File: src/rtl/recaddr_pkg.sv
package recaddr_pkg;
  localparam int CYL_W = 8;
  localparam int HD_W  = 5;
  localparam int SC_W  = 5;
  localparam int CNT_W = 9;

  typedef enum logic [1:0] {
    MODE_READ   = 2'd0,
    MODE_WRITE  = 2'd1,
    MODE_VERIFY = 2'd2,
    MODE_RDADDR = 2'd3
  } op_mode_e;

  typedef struct packed {
    logic ldCyl;
    logic ldHdSec;
    logic seek;
    logic startOp;
    logic incIdx;
    logic clrIdx;
    logic advSector;
    logic decCnt;
    logic raFirst;
    logic raSecond;
  } strobes_t;
endpackage

File: src/rtl/recaddr_dp.sv
module recaddr_dp
  import recaddr_pkg::*;
#(
  parameter int WORDS = 128,
  parameter int SECS  = 23,
  parameter int HEADS = 20,
  parameter int CYLS  = 203,
  parameter int NDRV  = 2,
  localparam int IDX_W = $clog2(WORDS),
  localparam int DRV_W = (NDRV > 1) ? $clog2(NDRV) : 1
) (
  input  logic             clk,
  input  logic             rst_n,
  input  strobes_t         st,
  input  logic             busyIn,
  input  logic             ldCylRaw,
  input  logic [DRV_W-1:0] drvSel,
  input  logic [CYL_W-1:0] ldCylVal,
  input  logic [HD_W-1:0]  ldHeadVal,
  input  logic [SC_W-1:0]  ldSecVal,
  input  logic [CNT_W-1:0] cntVal,
  output logic             idxZero,
  output logic             idxLast,
  output logic             addrOk,
  output logic             headBad,
  output logic             cntOne,
  output logic [IDX_W-1:0] wordIdx,
  output logic [CYL_W-1:0] regCyl,
  output logic [HD_W-1:0]  regHead,
  output logic [SC_W-1:0]  regSec,
  output logic [15:0]      addrWord
);
  localparam logic [SC_W:0]    SEC_LIM  = (SC_W+1)'(SECS);
  localparam logic [SC_W-1:0]  SEC_LAST = SC_W'(SECS - 1);
  localparam logic [IDX_W-1:0] IDX_LAST = IDX_W'(WORDS - 1);

  logic [CYL_W-1:0] posCyl  [NDRV];
  logic [HD_W-1:0]  posHead [NDRV];
  logic [DRV_W-1:0] curDrv;
  logic [CNT_W-1:0] cntReg;
  logic [SC_W:0]    secPlus;
  logic [SC_W-1:0]  secNext;
  logic             secWrap;

  assign secPlus = {1'b0, regSec} + 1'b1;
  assign secNext = (secPlus >= SEC_LIM) ? SC_W'(secPlus - SEC_LIM) : SC_W'(secPlus);
  assign secWrap = (secNext == '0);

  assign idxZero = (wordIdx == '0);
  assign idxLast = (wordIdx == IDX_LAST);
  assign addrOk  = (posCyl[curDrv] == regCyl) && (posHead[curDrv] == regHead)
                   && ({1'b0, regSec} < SEC_LIM);
  assign headBad = (regHead >= HD_W'(HEADS));
  assign cntOne  = (cntReg == CNT_W'(1));

  always_ff @(posedge clk) begin
    if (!rst_n) begin
      regCyl   <= '0;
      regHead  <= '0;
      regSec   <= '0;
      curDrv   <= '0;
      cntReg   <= '0;
      wordIdx  <= '0;
      addrWord <= '0;
      for (int d = 0; d < NDRV; d++) begin
        posCyl[d]  <= '0;
        posHead[d] <= '0;
      end
    end else begin
      if (st.ldCyl) regCyl <= ldCylVal;
      if (st.ldHdSec) begin
        regHead <= ldHeadVal;
        regSec  <= ldSecVal;
      end
      if (st.startOp) begin
        curDrv <= drvSel;
        cntReg <= cntVal;
      end
      if (st.clrIdx || st.startOp) wordIdx <= '0;
      else if (st.incIdx || st.raFirst) wordIdx <= idxLast ? '0 : wordIdx + 1'b1;
      if (st.advSector) begin
        regSec <= secNext;
        if (secWrap) regHead <= regHead + 1'b1;
      end
      if (st.raSecond) regSec <= secNext;
      if (st.decCnt) cntReg <= cntReg - 1'b1;
      if (st.raFirst) addrWord <= 16'(posCyl[curDrv]);
      if (st.raSecond) addrWord <= {3'b000, posHead[curDrv], 3'b000, regSec};
      for (int d = 0; d < NDRV; d++) begin
        if (st.seek && drvSel == DRV_W'(d)) begin
          posCyl[d]  <= (regCyl >= CYL_W'(CYLS)) ? '0 : regCyl;
          posHead[d] <= regHead;
        end
        if (st.advSector && secWrap && curDrv == DRV_W'(d))
          posHead[d] <= regHead + 1'b1;
      end
    end
  end

  // a cylinder load while busy leaves the register untouched
  a_r2_load_ignored_busy: assert property (@(posedge clk) disable iff (!rst_n)
    busyIn && ldCylRaw |=> regCyl == $past(regCyl));

  // the sector wraps to zero exactly after the last sector of the track
  a_r7_sector_wrap: assert property (@(posedge clk) disable iff (!rst_n)
    st.advSector |=> ((regSec == '0) == ($past(regSec) == SEC_LAST)));

  // a sector wrap steps the register head by one
  a_r7_head_step: assert property (@(posedge clk) disable iff (!rst_n)
    st.advSector && regSec == SEC_LAST |=> regHead == $past(regHead) + 1'b1);
endmodule

File: src/rtl/recaddr_ctrl.sv
module recaddr_ctrl
  import recaddr_pkg::*;
(
  input  logic     clk,
  input  logic     rst_n,
  input  logic     startPulse,
  input  logic     stopPulse,
  input  logic [1:0] opMode,
  input  logic     wordStrobe,
  input  logic     wrValid,
  input  logic     wrProtect,
  input  logic     ldCyl,
  input  logic     ldHdSec,
  input  logic     seekReq,
  input  logic     idxZero,
  input  logic     idxLast,
  input  logic     addrOk,
  input  logic     headBad,
  input  logic     cntOne,
  output strobes_t st,
  output logic     busy,
  output logic     sectorDone,
  output logic     opDone,
  output logic     fillZero,
  output logic     addrErr,
  output logic     eocErr,
  output logic     protErr
);
  typedef enum logic [1:0] {S_IDLE, S_XFER, S_RDA} state_e;

  state_e   state;
  op_mode_e modeLat;
  logic     endOp, setA, setE, setP, sdNext;

  assign busy = (state != S_IDLE);

  always_comb begin
    st         = '0;
    endOp      = 1'b0;
    setA       = 1'b0;
    setE       = 1'b0;
    setP       = 1'b0;
    sdNext     = 1'b0;
    fillZero   = 1'b0;
    st.ldCyl   = ldCyl && !busy;
    st.ldHdSec = ldHdSec && !busy;
    st.seek    = seekReq && !busy;
    case (state)
      S_IDLE: st.startOp = startPulse;
      S_XFER: begin
        if (stopPulse) endOp = 1'b1;
        else if (wordStrobe) begin
          if (idxZero && modeLat == MODE_WRITE && wrProtect) begin
            setP = 1'b1; endOp = 1'b1;
          end else if (idxZero && !addrOk) begin
            setA = 1'b1; endOp = 1'b1;
          end else if (idxZero && headBad) begin
            setE = 1'b1; endOp = 1'b1;
          end else begin
            st.incIdx = 1'b1;
            fillZero  = (modeLat == MODE_WRITE) && !wrValid;
            if (idxLast) begin
              sdNext       = 1'b1;
              st.advSector = 1'b1;
              if (modeLat == MODE_VERIFY) begin
                st.decCnt = 1'b1;
                if (cntOne) endOp = 1'b1;
              end
            end
          end
        end
      end
      S_RDA: begin
        if (stopPulse) endOp = 1'b1;
        else if (wordStrobe) begin
          if (idxZero) st.raFirst = 1'b1;
          else begin
            st.raSecond = 1'b1;
            endOp       = 1'b1;
          end
        end
      end
      default: ;
    endcase
    if (endOp) st.clrIdx = 1'b1;
  end

  always_ff @(posedge clk) begin
    if (!rst_n) begin
      state      <= S_IDLE;
      modeLat    <= MODE_READ;
      sectorDone <= 1'b0;
      opDone     <= 1'b0;
      addrErr    <= 1'b0;
      eocErr     <= 1'b0;
      protErr    <= 1'b0;
    end else begin
      sectorDone <= sdNext;
      opDone     <= endOp;
      if (st.startOp) begin
        modeLat <= op_mode_e'(opMode);
        state   <= (op_mode_e'(opMode) == MODE_RDADDR) ? S_RDA : S_XFER;
        addrErr <= 1'b0;
        eocErr  <= 1'b0;
        protErr <= 1'b0;
      end else if (endOp) begin
        state <= S_IDLE;
      end
      if (setA) addrErr <= 1'b1;
      if (setE) eocErr  <= 1'b1;
      if (setP) protErr <= 1'b1;
    end
  end

  // never more than one error flag
  a_r12_one_err: assert property (@(posedge clk) disable iff (!rst_n)
    $onehot0({addrErr, eocErr, protErr}));

  // the end-of-operation pulse lasts a single clock
  a_r11_done_pulse: assert property (@(posedge clk) disable iff (!rst_n)
    opDone |=> !opDone);

  // an error flag is only ever seen with the sequencer stopped
  a_r3_err_idle: assert property (@(posedge clk) disable iff (!rst_n)
    (addrErr || eocErr || protErr) |-> !busy);
endmodule

File: src/rtl/recaddr_seq.sv
module recaddr_seq
  import recaddr_pkg::*;
#(
  parameter int WORDS = 128,
  parameter int SECS  = 23,
  parameter int HEADS = 20,
  parameter int CYLS  = 203,
  parameter int NDRV  = 2,
  localparam int IDX_W = $clog2(WORDS),
  localparam int DRV_W = (NDRV > 1) ? $clog2(NDRV) : 1
) (
  input  logic             clk,
  input  logic             rst_n,
  input  logic             startPulse,
  input  logic             stopPulse,
  input  logic [1:0]       opMode,
  input  logic [DRV_W-1:0] drvSel,
  input  logic [CNT_W-1:0] verifyCount,
  input  logic             wordStrobe,
  input  logic             wrValid,
  input  logic             wrProtect,
  input  logic             ldCyl,
  input  logic [CYL_W-1:0] ldCylVal,
  input  logic             ldHdSec,
  input  logic [HD_W-1:0]  ldHeadVal,
  input  logic [SC_W-1:0]  ldSecVal,
  input  logic             seekReq,
  output logic             busy,
  output logic [IDX_W-1:0] wordIdx,
  output logic             sectorDone,
  output logic             opDone,
  output logic             fillZero,
  output logic             addrErr,
  output logic             eocErr,
  output logic             protErr,
  output logic [15:0]      addrWord,
  output logic [CYL_W-1:0] regCyl,
  output logic [HD_W-1:0]  regHead,
  output logic [SC_W-1:0]  regSec
);
  strobes_t st;
  logic idxZero, idxLast, addrOk, headBad, cntOne;

  recaddr_ctrl u_ctrl (
    .clk, .rst_n, .startPulse, .stopPulse, .opMode, .wordStrobe, .wrValid,
    .wrProtect, .ldCyl, .ldHdSec, .seekReq, .idxZero, .idxLast, .addrOk,
    .headBad, .cntOne, .st, .busy, .sectorDone, .opDone, .fillZero,
    .addrErr, .eocErr, .protErr
  );

  recaddr_dp #(
    .WORDS(WORDS), .SECS(SECS), .HEADS(HEADS), .CYLS(CYLS), .NDRV(NDRV)
  ) u_dp (
    .clk, .rst_n, .st, .busyIn(busy), .ldCylRaw(ldCyl), .drvSel, .ldCylVal,
    .ldHeadVal, .ldSecVal, .cntVal(verifyCount), .idxZero, .idxLast, .addrOk,
    .headBad, .cntOne, .wordIdx, .regCyl, .regHead, .regSec, .addrWord
  );

  // a sector-done pulse always coincides with the index back at zero
  a_r6_idx_wraps: assert property (@(posedge clk) disable iff (!rst_n)
    sectorDone |-> wordIdx == '0);
endmodule

File: config.mk
export PLATFORM = sky130hd
export DESIGN_NAME = recaddr_seq
export DESIGN_NICKNAME = d
export VERILOG_FILES = /design/src/rtl/recaddr_pkg.sv /design/src/rtl/recaddr_dp.sv /design/src/rtl/recaddr_ctrl.sv /design/src/rtl/recaddr_seq.sv
export SDC_FILE = /design/constraint.sdc
export NUM_CORES = 1
export LEC_CHECK = 0
export BUFFER_PORTS_ARGS = -buffer_cell sky130_fd_sc_hd__buf_2
export CORE_MARGIN = 2
export CORE_UTILIZATION = 58
export CTS_BUF_LIST = sky130_fd_sc_hd__clkbuf_8
export DETAILED_ROUTE_END_ITERATION = 8
export GPL_TIMING_DRIVEN = 0
export MAX_ROUTING_LAYER = met4
export PLACE_DENSITY = 0.83
export SLEW_MARGIN = 40
export SYNTH_ARGS = -nofsm -noshare
export SYNTH_HDL_FRONTEND = slang
export SYNTH_SLANG_ARGS = --single-unit
export TNS_END_PERCENT = 10
File: constraint.sdc
create_clock -name clk -period 3.9 [get_ports clk]
set_input_delay 0.195 -clock clk [delete_from_list [all_inputs] [get_ports clk]]
set_output_delay 0.195 -clock clk [all_outputs]
set_load 0.01 [all_outputs]
# Yosys cells after proc, flatten, opt, wreduce, memory -nomap -nowiden
# Memories as Yosys holds them, arrays and structs flattened. A register that Yosys moved wholly into a read port is not among the register bits.
# Cells that the tools add are included.
[totals]
register_bits = 57
ramBits = 26
input_bits = 40
output_inout_bits = 48
word_cells = 177
mem_count = 2
[classes]
add_sub_neg = 5
n_lt_le_gt_ge = 4
eq_ne = 9
muxes = 97
n_bitwise = 11
n_reduce_logical = 34
[mem_list]
columns = ["memory", "depth", "width", "rd", "rd_ports_with_merged_regs", "wr", "line_no", "source"]
rows = [
  ["u_dp.posCyl", 2, 8, 1, 1, 2, "recaddr_dp.sv:37", "logic [CYL_W-1:0] posCyl [NDRV];"],
  ["u_dp.posHead", 2, 5, 1, 1, 2, "recaddr_dp.sv:38", "logic [HD_W-1:0] posHead [NDRV];"],
]
[ops]
columns = ["op", "n"]
rows = [
  ["1-bit two-way mux", 64],
  ["5-bit two-way mux", 11],
  ["13-bit two-way mux", 2],
  ["2-bit two-way mux", 13],
  ["8-bit two-way mux", 3],
  ["9-bit two-way mux", 2],
  ["1-bit logical AND", 15],
  ["2-bit nonzero test", 7],
  ["9-bit by 1-bit == test with 1-bit output (second input constant)", 1],
  ["9-bit by 1-bit subtractor with 9-bit output (second input constant)", 1],
  ["8-bit == test", 1],
  ["8-bit >= comparator (second input constant)", 1],
  ["7-bit by 1-bit adder with 7-bit output (second input constant)", 1],
  ["7-bit == test (second input constant)", 1],
  ["7-bit logical NOT", 1],
  ["7-bit two-way mux", 1],
  ["7-bit OR reduction", 1],
  ["5-bit by 1-bit adder with 6-bit output (second input constant)", 1],
  ["2-bit == test (second input constant)", 3],
  ["6-bit by 5-bit >= comparator with 1-bit output (second input constant)", 1],
  ["1-bit OR", 6],
  ["5-bit by 1-bit adder with 5-bit output (second input constant)", 1],
  ["5-bit == test", 1],
  ["5-bit >= comparator (second input constant)", 1],
  ["other kinds (11)", 20],
]

# Logic depth before layout (Yosys ltp)
[depth]
word_depth = 16
mapped_depth = 12
ltp_nobuf = 9

# Hierarchy
# Synthesis repeated with hierarchy kept, for this count alone.
[unflattened]
cells_unflattened = 500
hier_area_um2 = 4677.0
[by_module_without_submodules]
columns = ["mod", "n_inst", "cells_per_inst", "area_each_um2", "seq_area_each_um2"]
rows = [
  ["recaddr_dp", 1, 438, 4147.7, 1761.7],
  ["recaddr_ctrl", 1, 62, 529.3, 180.2],
]

# Worst setup path after synthesis
# OpenSTA, ideal clock, no wires.
[synth_timing]
kind = "register to register"
startpoint = "register u_dp.regSec[0]"
endpoint = "memory u_dp.posHead[0][0], data pin"
setup_ns = 0.260
t_arrival_ns = 2.760
required_ns = 3.640
setup_slack_ns = 0.880
stages_incl_launch_ff = 12
n_path_buf = 2
path_cell_list = "dfxtp_1 > clkbuf_1 > inv_1 > ha_1 > clkbuf_1 > a21oi_1 > o221ai_1 > a21oi_1 > mux2i_1 > nor4_1 > nor2_1 > mux2_2"
[synth_rtl]
columns = ["element", "line_no", "source"]
rows = [
  ["start: declaration", "recaddr_dp.sv:30", "output logic [SC_W-1:0] regSec,"],
  ["start signal: assignment", "recaddr_dp.sv:73", "regSec <= ldSecVal;"],
  ["start signal: assignment", "recaddr_dp.sv:82", "regSec <= secNext;"],
  ["start signal: assignment", "recaddr_dp.sv:85", "if (st.raSecond) regSec <= secNext;"],
  ["end: declaration", "recaddr_dp.sv:38", ""],
]

==> out/metrics.yaml <==
global_routing:
  grt_max_degree: 17
  antenna_found_initial: 0
  met2_usage: 0.4644
  grt_pass1_vias: 3977
  met3_usage: 0.04312
  grt-busiest-layer: "met2"
  grt_usage: 0.2857
  met1_usage: 0.3667
  grt_pass1_wl_mm: 18.82
  globalRoute.totalOverflow: 0
synth:
  synthFlopType: "dfxtp_1"
  synth_common_cells: "nand2_1, dfxtp_1, a21oi_1"
  yosysMostFrequentCell: "nand2_1"
  synth-adder-area-share: 0.03005
  synth_top_family_by_area: "simple AND/OR/NAND/NOR gates"
  synth_compound_area_frac: 0.1685
  synth_xor_area_frac: 0.03633
  synth_simple_gate_area_share: 0.2385
  ys_types: 57
  ys_ff_latch: 84
  synth_area_um2: 4581
  ys_warn_count: 0
  synth_edf_count: 26
  syn_inst: 539
  ys_seq_area_frac: 0.4239
  synth_top_area_frac: 0.2535
  synth_area_per_cell_um2: 8.498
  async_reset_ff_frac: 0
  synth_area_leaders: "dfxtp_1, edfxtp_1, a21oi_1, nand2_1, nor2_1"
  synth.area.mux_share: 0.04944
  synth_area_leader_cell: "dfxtp_1"
timing:
  max_freq_ghz: 0.2787
  finalCritPeriodShare: 0.9201
  fin_skew_ns: 0.006559
  rsz0062_at_grt: "yes"
  max_slew_margin: 0.5266
  fin_ws_ns: 0.3116
  drv_slew: 0
  tightest_slew_ns: 0.7101
  finalSetupViolations: 0
  period_minus_slack_ns: 3.588
  hold_viol: 0
  hold_ws_ns: 0.07380
critical_path:
  crit_type: "register to register"
  path_cells: "clkbuf_1 > inv_1 > ha_1 > clkbuf_1 > a21oi_1 > o221ai_1 > a21oi_1 > mux2i_1 > nor4_2 > nor2_1 > mux2_2"
  required_ns: 4.02
  slowest_delay_ns: 0.49
  endpoint_kind: "register"
  cp-start-kind: "register"
  crit_path_start: "u_dp.regSec[0]$_SDFFE_PN0P_"
  cp_max_fo: 10
  worstPathArrival_ns: 3.71
  cpMaxStageDelayCell: "nor4_2"
  r2r_start: "u_dp.regSec[0]$_SDFFE_PN0P_"
power_and_ir_drop:
  vdd_drop_max_uv: 236.1
  pwr_density_cell_nw_per_um2: 376.0
  leakage_uw: 0.002199
layout:
  fin_cells: 742
  fillCellCount: 624
  areaGrowthSynthToFinish_pct: 17.35
  layout-drive-gt1-share: 0.1969
  design_area_um2: 5375
  nets: 686
  n_antenna_cell: 0
hold_path:
  min_path_type: "primary input to register"
  min_from: "opMode[1]"
clock_tree:
  clock_sinks: 84
  cts_buffers: 9
  cts_root_buffer: "clkbuf_8"
  postCtsHoldBufs: 0
  cts_tree: "done"
  path_clk_slew_ns: 0.09
  clk_path_buf_depth: 2
  cts_htree_levels: 3
  clk_latency_ns: 0.36
detailed_routing:
  ant_nets: 0
  route.detailed.drc: 0
  drt-vias-per-instance: 5.978
  drt-initial-drc-count: 245
  wire_per_inst_um: 16.17
  first_pass_iters: 5
  routed_wl_mm: 12.00
  vias: 4436
floorplan:
  core_area_um2: 7687
  io_pins: 88
  die-area_um2: 8625
  initial_utilization: 0.5959
  die_h_um: 92.87
  die_x_um: 92.87
  rows: 32
outcome:
  status: "complete, no violations"
placed_design:
  place_inst: 726
  dp.final_hpwl_mm: 9.124
  post_dp_cell_area_um2: 5131
  numPortBuffers: 83
  globalplace.congestion: 0.9881
  pre_cts_ws_ns: 0.1707
run:
  maxCapViolCount: 0
registers in the layout, indices dropped and copies added (netlist names), named ones only:
| signal | cells |
|---|---|
| u_ctrl.addrErr | 1 |
| u_ctrl.state | 2 |
| u_ctrl.opDone | 1 |
| u_dp.regSec | 5 |
| u_ctrl.modeLat | 2 |
| u_ctrl.eocErr | 1 |
| u_dp.posHead | 10 |
| u_dp.posCyl | 16 |
| u_ctrl.sectorDone | 1 |
| u_dp.cntReg | 9 |
| u_dp.regHead | 5 |
| u_dp.wordIdx | 7 |
| u_ctrl.protErr | 1 |
| u_dp.regCyl | 8 |
| u_dp.addrWord | 13 |
| u_dp.curDrv | 1 |
area by class of cell:
class,instances,area (um^2),share of cell area
multi-input combinational,404,2421,0.4504
clock inverter,7,105.1,0.01955
inverter,18,67.56,0.01257
buffer,35,172.7,0.03212
timing repair buffer,83,415.4,0.07728
tap,102,127.6,0.02374
clock buffer,9,123.9,0.02304
sequential,84,1942,0.3613
logic make-up (layout without fill, tap and decap cells):
logic type,count (synthesis),in the layout
other,1,3
multiplexers,21,21
adder cells (fa/ha/maj),11,11
flip-flops,84,84
XOR/XNOR,19,19
AND/OR/NAND/NOR,227,227
AO/OA/AOI/OAI,123,123
buffers and inverters,53,152
routing by layer:
| metal | vias to the layer above | wire length, um | part of all wire |
|---|---|---|---|
| met5 | - | 0 | 0 |
| met4 | 0 | 193 | 0.016 |
| met3 | 20 | 837 | 0.070 |
| met2 | 193 | 5785 | 0.48 |
| met1 | 2092 | 5178 | 0.43 |
| li1 | 2131 | - | - |
power breakdown:
| part | internal [uW] | switching (uW) | total (uW) | leakage [uW] |
|---|---|---|---|---|
| clock network | 372 | 346 | 718 | 0.000113 |
| registers | 948 | 39.2 | 987 | 0.000748 |
| logic | 121 | 195 | 316 | 0.00134 |
| total | 1440 | 580 | 2020 | 0.00220 |
worst max-delay path: cells and delay by family (launching register included):
kind                     cells  cell delay, ns
multiplexers                 2            0.60
adder cells (fa/ha/maj)      1            0.21
AND/OR/NAND/NOR              2            0.67
flip-flops                   1            0.40
buffers and inverters        3            0.64
AO/OA/AOI/OAI                3            0.83
worst paths after layout:
path / end / depth (start not counted) / slack (ns)
setup / recovery: u_dp.posHead[0][0]$_SDFFCE_PP0P_ / 11 / 0.31
hold / removal: u_ctrl.modeLat[1]$_SDFFE_PN0P_ / 3 / 0.07
setup reg to reg: u_dp.posHead[0][0]$_SDFFCE_PP0P_ / 11 / 0.31
hold reg to reg: u_ctrl.addrErr$_SDFFE_PN0P_ / 2 / 0.46
timing repair:
| item | in CTS | in global routing |
|---|---|---|
| setup buffers | 0 | 0 |
| endpoints found under the setup margin | 0 | 10 |
| hold endpoints to repair | 0 | 0 |
| resized for setup | 0 | 2 |
through the flow:
stage / TNS, ns / total power [uW] / util
after floorplan: 0 / 1209 / -
after global placement: 0 / 1302 / 0.6675
after detailed placement: 0 / 1315 / 0.6675
after CTS: 0 / 2015 / 0.6973
after global routing: -0.02562 / 2089 / 0.6992
final: 0 / 2021 / 0.6992
cells in the final DEF, fill, tap and decap left out, drive strengths merged, types with 8 or more instances in the layout:
cell type	count
nand2	63
edfxtp	26
xnor2	8
ha	11
inv	22
a211oi	8
nor2	48
buf	95
nand4	12
clkbuf	32
dfxtp	58
a21oi	50
nand3	26
o21ai	26
and3	8
nor3	29
mux2i	18
and2	13
xor2	11
Note: power is estimated with default switching activity, not from simulation.
